File: src/rtl/lane_route_pkg.sv
package lane_route_pkg;
  typedef enum logic [3:0] {
    CMD_RX_MASK = 4'h3,
    CMD_TX_MASK = 4'h4
  } cmd_reg_e;

  localparam logic [7:0] CAP_REG_OFFSET = 8'h0C;
endpackage

File: src/rtl/lane_map_regs.sv
module lane_map_regs #(
  parameter int NUM_LANES = 4,
  parameter int MASK_W    = 8,
  parameter int IDX_W     = 3,
  parameter int CNT_W     = 3
) (
  input  logic                              clk_i,
  input  logic                              rst_ni,
  input  logic                              map_wr_i,
  input  logic [IDX_W-1:0]                  map_lane_i,
  input  logic [IDX_W-1:0]                  map_phys_i,
  input  logic [CNT_W-1:0]                  act_cnt_i,
  output logic [NUM_LANES-1:0][IDX_W-1:0]   map_o,
  output logic                              map_err_o,
  output logic [MASK_W-1:0]                 prim_mask_o,
  output logic [MASK_W-1:0]                 all_mask_o
);
  logic [NUM_LANES-1:0][IDX_W-1:0] map_q;
  logic legal;

  assign legal     = (int'(map_lane_i) < NUM_LANES) && (int'(map_phys_i) < NUM_LANES);
  assign map_err_o = map_wr_i && !legal;

  always_ff @(posedge clk_i or negedge rst_ni) begin
    if (!rst_ni) begin
      for (int i = 0; i < NUM_LANES; i++) map_q[i] <= IDX_W'(i);
    end else if (map_wr_i && legal) begin
      for (int i = 0; i < NUM_LANES; i++)
        if (map_lane_i == IDX_W'(i)) map_q[i] <= map_phys_i;
    end
  end

  always_comb begin
    prim_mask_o = MASK_W'(1) << map_q[0];
    all_mask_o  = '0;
    for (int i = 0; i < NUM_LANES; i++)
      if (i < int'(act_cnt_i)) all_mask_o |= MASK_W'(1) << map_q[i];
  end

  assign map_o = map_q;

  for (genvar g = 0; g < NUM_LANES; g++) begin : g_map_chk
    assert_map_entry_legal_R4: assert property (@(posedge clk_i) disable iff (!rst_ni)
      int'(map_q[g]) < NUM_LANES);
  end

  assert_bad_map_keeps_R4: assert property (@(posedge clk_i) disable iff (!rst_ni)
    map_err_o |=> $stable(map_q));
endmodule

File: src/rtl/lane_mask_chan.sv
module lane_mask_chan
  import lane_route_pkg::*;
#(
  parameter int         NUM_LANES = 4,
  parameter int         MASK_W    = 8,
  parameter logic [3:0] CMD_ADDR  = 4'h3
) (
  input  logic              clk_i,
  input  logic              rst_ni,
  input  logic              cmd_wr_i,
  input  logic [3:0]        cmd_reg_i,
  input  logic [MASK_W-1:0] cmd_data_i,
  input  logic              setup_i,
  input  logic              stripe_start_i,
  input  logic              stripe_end_i,
  input  logic              cs_active_i,
  input  logic [MASK_W-1:0] prim_mask_i,
  input  logic [MASK_W-1:0] all_mask_i,
  output logic [MASK_W-1:0] mask_o,
  output logic              err_o
);
  localparam logic [MASK_W-1:0] LEGAL_BITS = MASK_W'((64'd1 << NUM_LANES) - 64'd1);

  logic [MASK_W-1:0] mask_q, pend_q, req_d;
  logic              pend_v_q, req_v, hit, legal, setup_hit;

  if (NUM_LANES > 1) begin : g_multi
    assign setup_hit = setup_i;
  end else begin : g_single
    assign setup_hit = 1'b0;
  end

  assign hit   = cmd_wr_i && (cmd_reg_i == CMD_ADDR);
  assign legal = ~|(cmd_data_i & ~LEGAL_BITS);
  assign err_o = hit && !legal;

  // command write > primary restore > all-lanes open
  always_comb begin
    req_v = 1'b1;
    req_d = '0;
    if (hit && legal)                    req_d = cmd_data_i;
    else if (stripe_end_i || setup_hit)  req_d = prim_mask_i;
    else if (stripe_start_i)             req_d = all_mask_i;
    else                                 req_v = 1'b0;
  end

  always_ff @(posedge clk_i or negedge rst_ni) begin
    if (!rst_ni) begin
      mask_q   <= MASK_W'(1);
      pend_q   <= '0;
      pend_v_q <= 1'b0;
    end else if (req_v) begin
      if (cs_active_i) begin
        pend_q   <= req_d;
        pend_v_q <= 1'b1;
      end else begin
        mask_q   <= req_d;
        pend_v_q <= 1'b0;
      end
    end else if (pend_v_q && !cs_active_i) begin
      mask_q   <= pend_q;
      pend_v_q <= 1'b0;
    end
  end

  assign mask_o = mask_q;

  assert_mask_legal_R3: assert property (@(posedge clk_i) disable iff (!rst_ni)
    ~|(mask_q & ~LEGAL_BITS));

  assert_mask_cs_quiet_R6: assert property (@(posedge clk_i) disable iff (!rst_ni)
    !$stable(mask_q) |-> !$past(cs_active_i));
endmodule

File: src/rtl/lane_steer.sv
module lane_steer #(
  parameter int   NUM_LANES = 4,
  parameter int   IDX_W     = 3,
  parameter logic TX_IDLE   = 1'b0
) (
  input  logic [NUM_LANES-1:0][IDX_W-1:0] map_i,
  input  logic [NUM_LANES-1:0]            sdi_en_i,
  input  logic [NUM_LANES-1:0]            sdo_en_i,
  input  logic [NUM_LANES-1:0]            phys_rx_i,
  input  logic [NUM_LANES-1:0]            log_tx_i,
  output logic [NUM_LANES-1:0]            log_rx_o,
  output logic [NUM_LANES-1:0]            phys_tx_o
);
  for (genvar i = 0; i < NUM_LANES; i++) begin : g_rx
    logic [NUM_LANES-1:0] rx_sh, en_sh;
    always_comb begin
      rx_sh       = phys_rx_i >> map_i[i];
      en_sh       = sdi_en_i >> map_i[i];
      log_rx_o[i] = rx_sh[0] & en_sh[0];
    end
  end

  for (genvar p = 0; p < NUM_LANES; p++) begin : g_tx
    logic found, val;
    always_comb begin
      found = 1'b0;
      val   = TX_IDLE;
      // descending scan: lowest logical lane wins
      for (int i = NUM_LANES - 1; i >= 0; i--) begin
        if (map_i[i] == IDX_W'(p)) begin
          found = 1'b1;
          val   = log_tx_i[i];
        end
      end
      phys_tx_o[p] = (sdo_en_i[p] && found) ? val : TX_IDLE;
    end
  end
endmodule

File: src/rtl/lane_route_unit.sv
module lane_route_unit
  import lane_route_pkg::*;
#(
  parameter int   NUM_LANES = 4,
  parameter int   MASK_W    = 8,
  parameter int   DATA_W    = 32,
  parameter logic TX_IDLE   = 1'b0,
  localparam int  IDX_W     = $clog2(NUM_LANES) + 1,
  localparam int  CNT_W     = $clog2(NUM_LANES + 1)
) (
  input  logic                       clk_i,
  input  logic                       rst_ni,
  input  logic                       cmd_wr_i,
  input  logic [3:0]                 cmd_reg_i,
  input  logic [MASK_W-1:0]          cmd_data_i,
  input  logic                       map_wr_i,
  input  logic [IDX_W-1:0]           map_lane_i,
  input  logic [IDX_W-1:0]           map_phys_i,
  input  logic [CNT_W-1:0]           act_cnt_i,
  input  logic                       setup_i,
  input  logic                       stripe_start_i,
  input  logic                       stripe_end_i,
  input  logic                       cs_active_i,
  input  logic [NUM_LANES-1:0]       phys_rx_i,
  input  logic [NUM_LANES-1:0]       log_tx_i,
  output logic [NUM_LANES-1:0]       log_rx_o,
  output logic [NUM_LANES-1:0]       phys_tx_o,
  output logic [MASK_W-1:0]          sdi_mask_o,
  output logic [MASK_W-1:0]          sdo_mask_o,
  output logic [NUM_LANES*IDX_W-1:0] map_o,
  output logic [31:0]                cap_o,
  output logic                       err_o
);
  localparam logic [31:0] CAP_WORD = {8'h00, 8'(NUM_LANES), 16'(DATA_W)};
  localparam logic [1:0][3:0] CHAN_ADDR = {CMD_TX_MASK, CMD_RX_MASK};

  logic [NUM_LANES-1:0][IDX_W-1:0] map;
  logic [MASK_W-1:0]               prim_mask, all_mask;
  logic [1:0][MASK_W-1:0]          chan_mask;
  logic [1:0]                      chan_err;
  logic                            map_err, err_q;

  lane_map_regs #(
    .NUM_LANES(NUM_LANES), .MASK_W(MASK_W), .IDX_W(IDX_W), .CNT_W(CNT_W)
  ) u_map (
    .clk_i, .rst_ni, .map_wr_i, .map_lane_i, .map_phys_i, .act_cnt_i,
    .map_o(map), .map_err_o(map_err),
    .prim_mask_o(prim_mask), .all_mask_o(all_mask)
  );

  for (genvar c = 0; c < 2; c++) begin : g_chan
    lane_mask_chan #(
      .NUM_LANES(NUM_LANES), .MASK_W(MASK_W), .CMD_ADDR(CHAN_ADDR[c])
    ) u_chan (
      .clk_i, .rst_ni, .cmd_wr_i, .cmd_reg_i, .cmd_data_i,
      .setup_i, .stripe_start_i, .stripe_end_i, .cs_active_i,
      .prim_mask_i(prim_mask), .all_mask_i(all_mask),
      .mask_o(chan_mask[c]), .err_o(chan_err[c])
    );
  end

  lane_steer #(
    .NUM_LANES(NUM_LANES), .IDX_W(IDX_W), .TX_IDLE(TX_IDLE)
  ) u_steer (
    .map_i(map),
    .sdi_en_i(chan_mask[0][NUM_LANES-1:0]),
    .sdo_en_i(chan_mask[1][NUM_LANES-1:0]),
    .phys_rx_i, .log_tx_i, .log_rx_o, .phys_tx_o
  );

  always_ff @(posedge clk_i or negedge rst_ni) begin
    if (!rst_ni) err_q <= 1'b0;
    else         err_q <= err_q | map_err | (|chan_err);
  end

  assign sdi_mask_o = chan_mask[0];
  assign sdo_mask_o = chan_mask[1];
  assign map_o      = map;
  assign cap_o      = CAP_WORD;
  assign err_o      = err_q;

  assert_err_sticky_R5: assert property (@(posedge clk_i) disable iff (!rst_ni)
    err_q |=> err_q);

  assert_err_on_bad_map_R4: assert property (@(posedge clk_i) disable iff (!rst_ni)
    map_err |=> err_q);
endmodule

File: config.mk
export PLATFORM = sky130hd
export DESIGN_NAME = lane_route_unit
export DESIGN_NICKNAME = d
export VERILOG_FILES = /design/src/rtl/lane_route_pkg.sv /design/src/rtl/lane_map_regs.sv /design/src/rtl/lane_mask_chan.sv /design/src/rtl/lane_steer.sv /design/src/rtl/lane_route_unit.sv
export SDC_FILE = /design/constraint.sdc
export NUM_CORES = 1
export LEC_CHECK = 0
export CORE_UTILIZATION = 30
export CTS_CLUSTER_SIZE = 8
export DETAILED_ROUTE_END_ITERATION = 8
export PLACE_DENSITY_LB_ADDON = 0.1
export SLEW_MARGIN = 20
export SYNTH_ARGS = -nofsm -noshare
export SYNTH_HDL_FRONTEND = slang
export SYNTH_SLANG_ARGS = --single-unit
File: constraint.sdc
create_clock -name clk_i -period 1.7 [get_ports clk_i]
set_clock_uncertainty 0.2 [all_clocks]
set_input_delay 0.17 -clock clk_i [delete_from_list [all_inputs] [get_ports clk_i]]
set_output_delay 0.17 -clock clk_i [all_outputs]
set_load 0.005 [all_outputs]
==> out/metrics.yaml <==
synth:
  synth_area_leaders: "dfrtp_1, buf_4, dfstp_2, nand2_1, nand2b_1"
  ys_ff_latch: 47
  synth-seq-area-share_pct: 36.1
  yosysWarnings: 0
  synth-edff-count: 0
  synth_flop_cell: "dfrtp_1"
  synthArstFlopShare_pct: 100
  postSynthAreaPerCell_um2: 8.63
  synth_top_area_share_pct: 31.3
  synth_top_cell_by_area: "dfrtp_1"
  synth_area_um2: 3280
  syn_inst: 380
  ys_types: 54
clock_network:
  htreeDepth: 2
  clk_latency_ns: 0.31
  cts_tree: "yes"
  clock_tree.root_cell: "clkbuf_8"
  clkSinkCount: 47
  cts_buffers: 5
  clkTransAtPathRegs_ns: 0.09
  clockBufferDepth: 2
cells_and_area:
  fin_util_pct: 53.9
  nNetsFinal: 586
  layout.cells.non_filler: 687
  drive_above_1_share_pct: 44.9
  area_growth_pct: 71.9
routing:
  postRouteAntennaNets: 0
  drc: 0
  wl_per_cell_um: 16.7
  via_per_inst: 5.10
  dr.pass1.iters: 4
  route.vias.total: 3504
  drt-initial-drc-count: 121
  finalWirelength_um: 11500
die:
  design.die.area_um2: 11400
  fp.dieH_um: 107
  core_area_um2: 10500
  start_util_pct: 31.3
  ios: 106
  dieWidth_um: 107
  rows: 37
worst_setup_path:
  crit_chain: "buf_4 > buf_4 > nand3b_1 > mux2i_1 > o21ai_1 > o311ai_1 > a21boi_1 > buf_2"
  r2r_slack_ns: -0.36
  required_ns: 1.33
  crit_fanout: 5
  r2r-start: "u_map.map_o[3]"
  rr_worst_depth: 8
  crit_path_top_delay_cell: "dfstp_2"
  cp.arrival_ns: 1.98
  start_kind: "register"
  setup.worst_path.start: "u_map.map_o[7]"
  worst-path-buf-inv: 3
  cp_num_cells: 8
  cp_common_cell: "buf_4"
  timing.rr.end: "g_chan[1].u_chan.mask_o[2]"
  critical_path_class: "register to primary output"
  critPathTopFamily: "flip-flops"
  endpoint: "phys_tx_o[3]"
  critical_path.max_stage_delay_ns: 0.60
  setup.worst_path.end_class: "primary output"
grt:
  grt_usage_pct: 20.1
  grt_max_degree: 48
  antenna_found_initial: 1
  grt_pass1_vias: 3483
  grt_pass1_wl_um: 17900
  grt.overflow.total: 0
timing:
  final-hold-violation-count: 0
  setup_viol: 36
  max_freq_mhz: 425
  min_period_ns: 2.35
  worst_slack_ns: -0.652
  rsz0062_at_grt: "true"
  finalMaxSlewViolations: 0
  finalCritPeriodShare_pct: 138
power_and_ir_drop:
  p_per_area_nw_per_um2: 788
  cellLeakagePower_nw: 2.50
  ir_drop_v: 0.000359
outcome:
  violations: "setup timing"
  status: "finished, violations left"
place:
  io_buffers: 73
  gp_congestion: 0.841
  detailed_place_hpwl_um: 8150
  dp_cells: 645
flow_run:
  maxCapViolCount: 0
hold_path:
  min_from: "cmd_data_i[7]"
  hp-class: "input port to register"
==> state kept, by name (all words and copies together) (netlist names) <==
signal                  cells
u_map.map_o                12
g_chan.u_chan.pend_q       16
g_chan.u_chan.pend_v_q      2
err_o                       1
g_chan.u_chan.mask_o       16
==> power breakdown <==
group	switching (mW)	internal, mW
sequential	0.161	1.30
combinational	0.970	1.27
clock	0.408	0.334
==> how the worst min path moves through the flow <==
stage                      to  slack (ns)  cells after the start
2_1_floorplan           err_o       -0.33                      0
5_1_grt                 err_o        0.08                      4
3_5_place_dp   u_map.map_o[6]       -0.02                      2
3_3_place_gp   u_map.map_o[8]       -0.03                      2
6_report                err_o        0.06                      4
4_1_cts                 err_o        0.05                      4
==> metrics by stage <==
stage | hold slack, ns | setup WS, ns | TNS, ns | power (mW) | instance area (um2)
after floorplan | -0.326 | -0.331 | -8.18 | 2.18 | 3440
after global placement | -0.0280 | -0.811 | -29.32 | 3.07 | 4620
after detailed placement | -0.0208 | -0.820 | -29.58 | 3.08 | 4620
after CTS | 0.0460 | -0.585 | -7.66 | 4.19 | 5290
after global routing | 0.0795 | -0.708 | -9.39 | 4.68 | 5640
final | 0.0612 | -0.652 | -6.99 | 4.44 | 5640
==> cell usage in the layout (no fill, tap or decap), types with 4 or more instances in the layout <==
cell | netlist | final
o22ai_2 | 0 | 8
clkdlybuf4s15_1 | 0 | 4
o21a_1 | 9 | 9
buf_4 | 32 | 72
nand2b_1 | 18 | 12
nand4_1 | 9 | 9
nor3_4 | 2 | 4
a21oi_2 | 0 | 8
nand2_1 | 36 | 32
o21ai_1 | 2 | 6
a21o_1 | 8 | 8
nor2_1 | 26 | 19
dfrtp_2 | 0 | 7
clkbuf_8 | 0 | 6
a31oi_1 | 11 | 6
o21ai_2 | 0 | 10
buf_12 | 0 | 4
nand2b_4 | 0 | 6
conb_1 | 2 | 32
mux2_2 | 8 | 8
o22ai_4 | 0 | 7
a22o_1 | 4 | 4
a21boi_1 | 0 | 4
dfstp_2 | 6 | 6
nand3b_1 | 6 | 6
nor3_1 | 11 | 7
a22oi_1 | 5 | 4
dfrtp_1 | 41 | 34
dlygate4sd2_1 | 0 | 17
buf_6 | 2 | 40
buf_2 | 2 | 9
a21oi_1 | 18 | 10
clkdlybuf4s50_1 | 0 | 34
nor2_4 | 0 | 5
a221o_1 | 8 | 8
and2_1 | 6 | 4
==> worst reg2reg max path: cells and delay by family (launching register included) <==
kind | cells | cell delay (ns)
AOI/OAI and AO/OA | 3 | 0.66
buffers and inverters | 3 | 0.32
DFF | 1 | 0.57
and+or+nand+nor | 2 | 0.18
==> final cells by class <==
cell class	count	area, um2
fillers	987	4820
multi-input cells	304	2440
repair buffers	188	1730
flip-flops and latches	47	1190
well taps	136	170
clock buffers	6	82.6
clock inverters	2	13.8
inverters	3	11.3
diodes	1	2.50
==> logic make-up after synthesis <==
kind of cell,Yosys count,share of synthesized area (%)
and+or+nand+nor,138,22.9
AOI/OAI and AO/OA,122,25.1
buffers and inverters,59,10.9
DFF,47,36.1
muxes,12,4.73
other,2,0.229
==> synthesized netlist by cell type (3+ instances only) <==
cell	n
a211oi_1	5
a21boi_0	4
a21o_1	8
a21oi_1	18
a221o_1	8
a22o_1	4
a22oi_1	5
a31oi_1	11
and2_1	6
buf_1	3
buf_4	32
clkbuf_1	17
dfrtp_1	41
dfstp_2	6
mux2_2	8
nand2_1	36
nand2b_1	18
nand3_1	4
nand3b_1	6
nand4_1	9
nor2_1	26
nor2b_1	3
nor3_1	11
o21a_1	9
o21ai_0	17
o22ai_1	17
o31ai_1	3
or3_1	4
==> per-layer routing <==
layer,track usage (%),part of all wire (%),vias up
met5,0,0,-
met4,4.70,1.3,0
met3,3.25,5.2,12
met2,32.8,48,114
met1,27.7,46,1686
li1,-,-,1692
==> what timing repair did <==
action                                  4_1_cts  5_1_grt
gates cloned                                  1        0
resized for setup                           169       80
setup buffers                                27       17
hold endpoints to repair                     47        0
endpoints found under the setup margin       58       47
hold buffers                                  1        0
pin swaps                                    41       41
No activity file was read; power rests on OpenSTA's default activity.
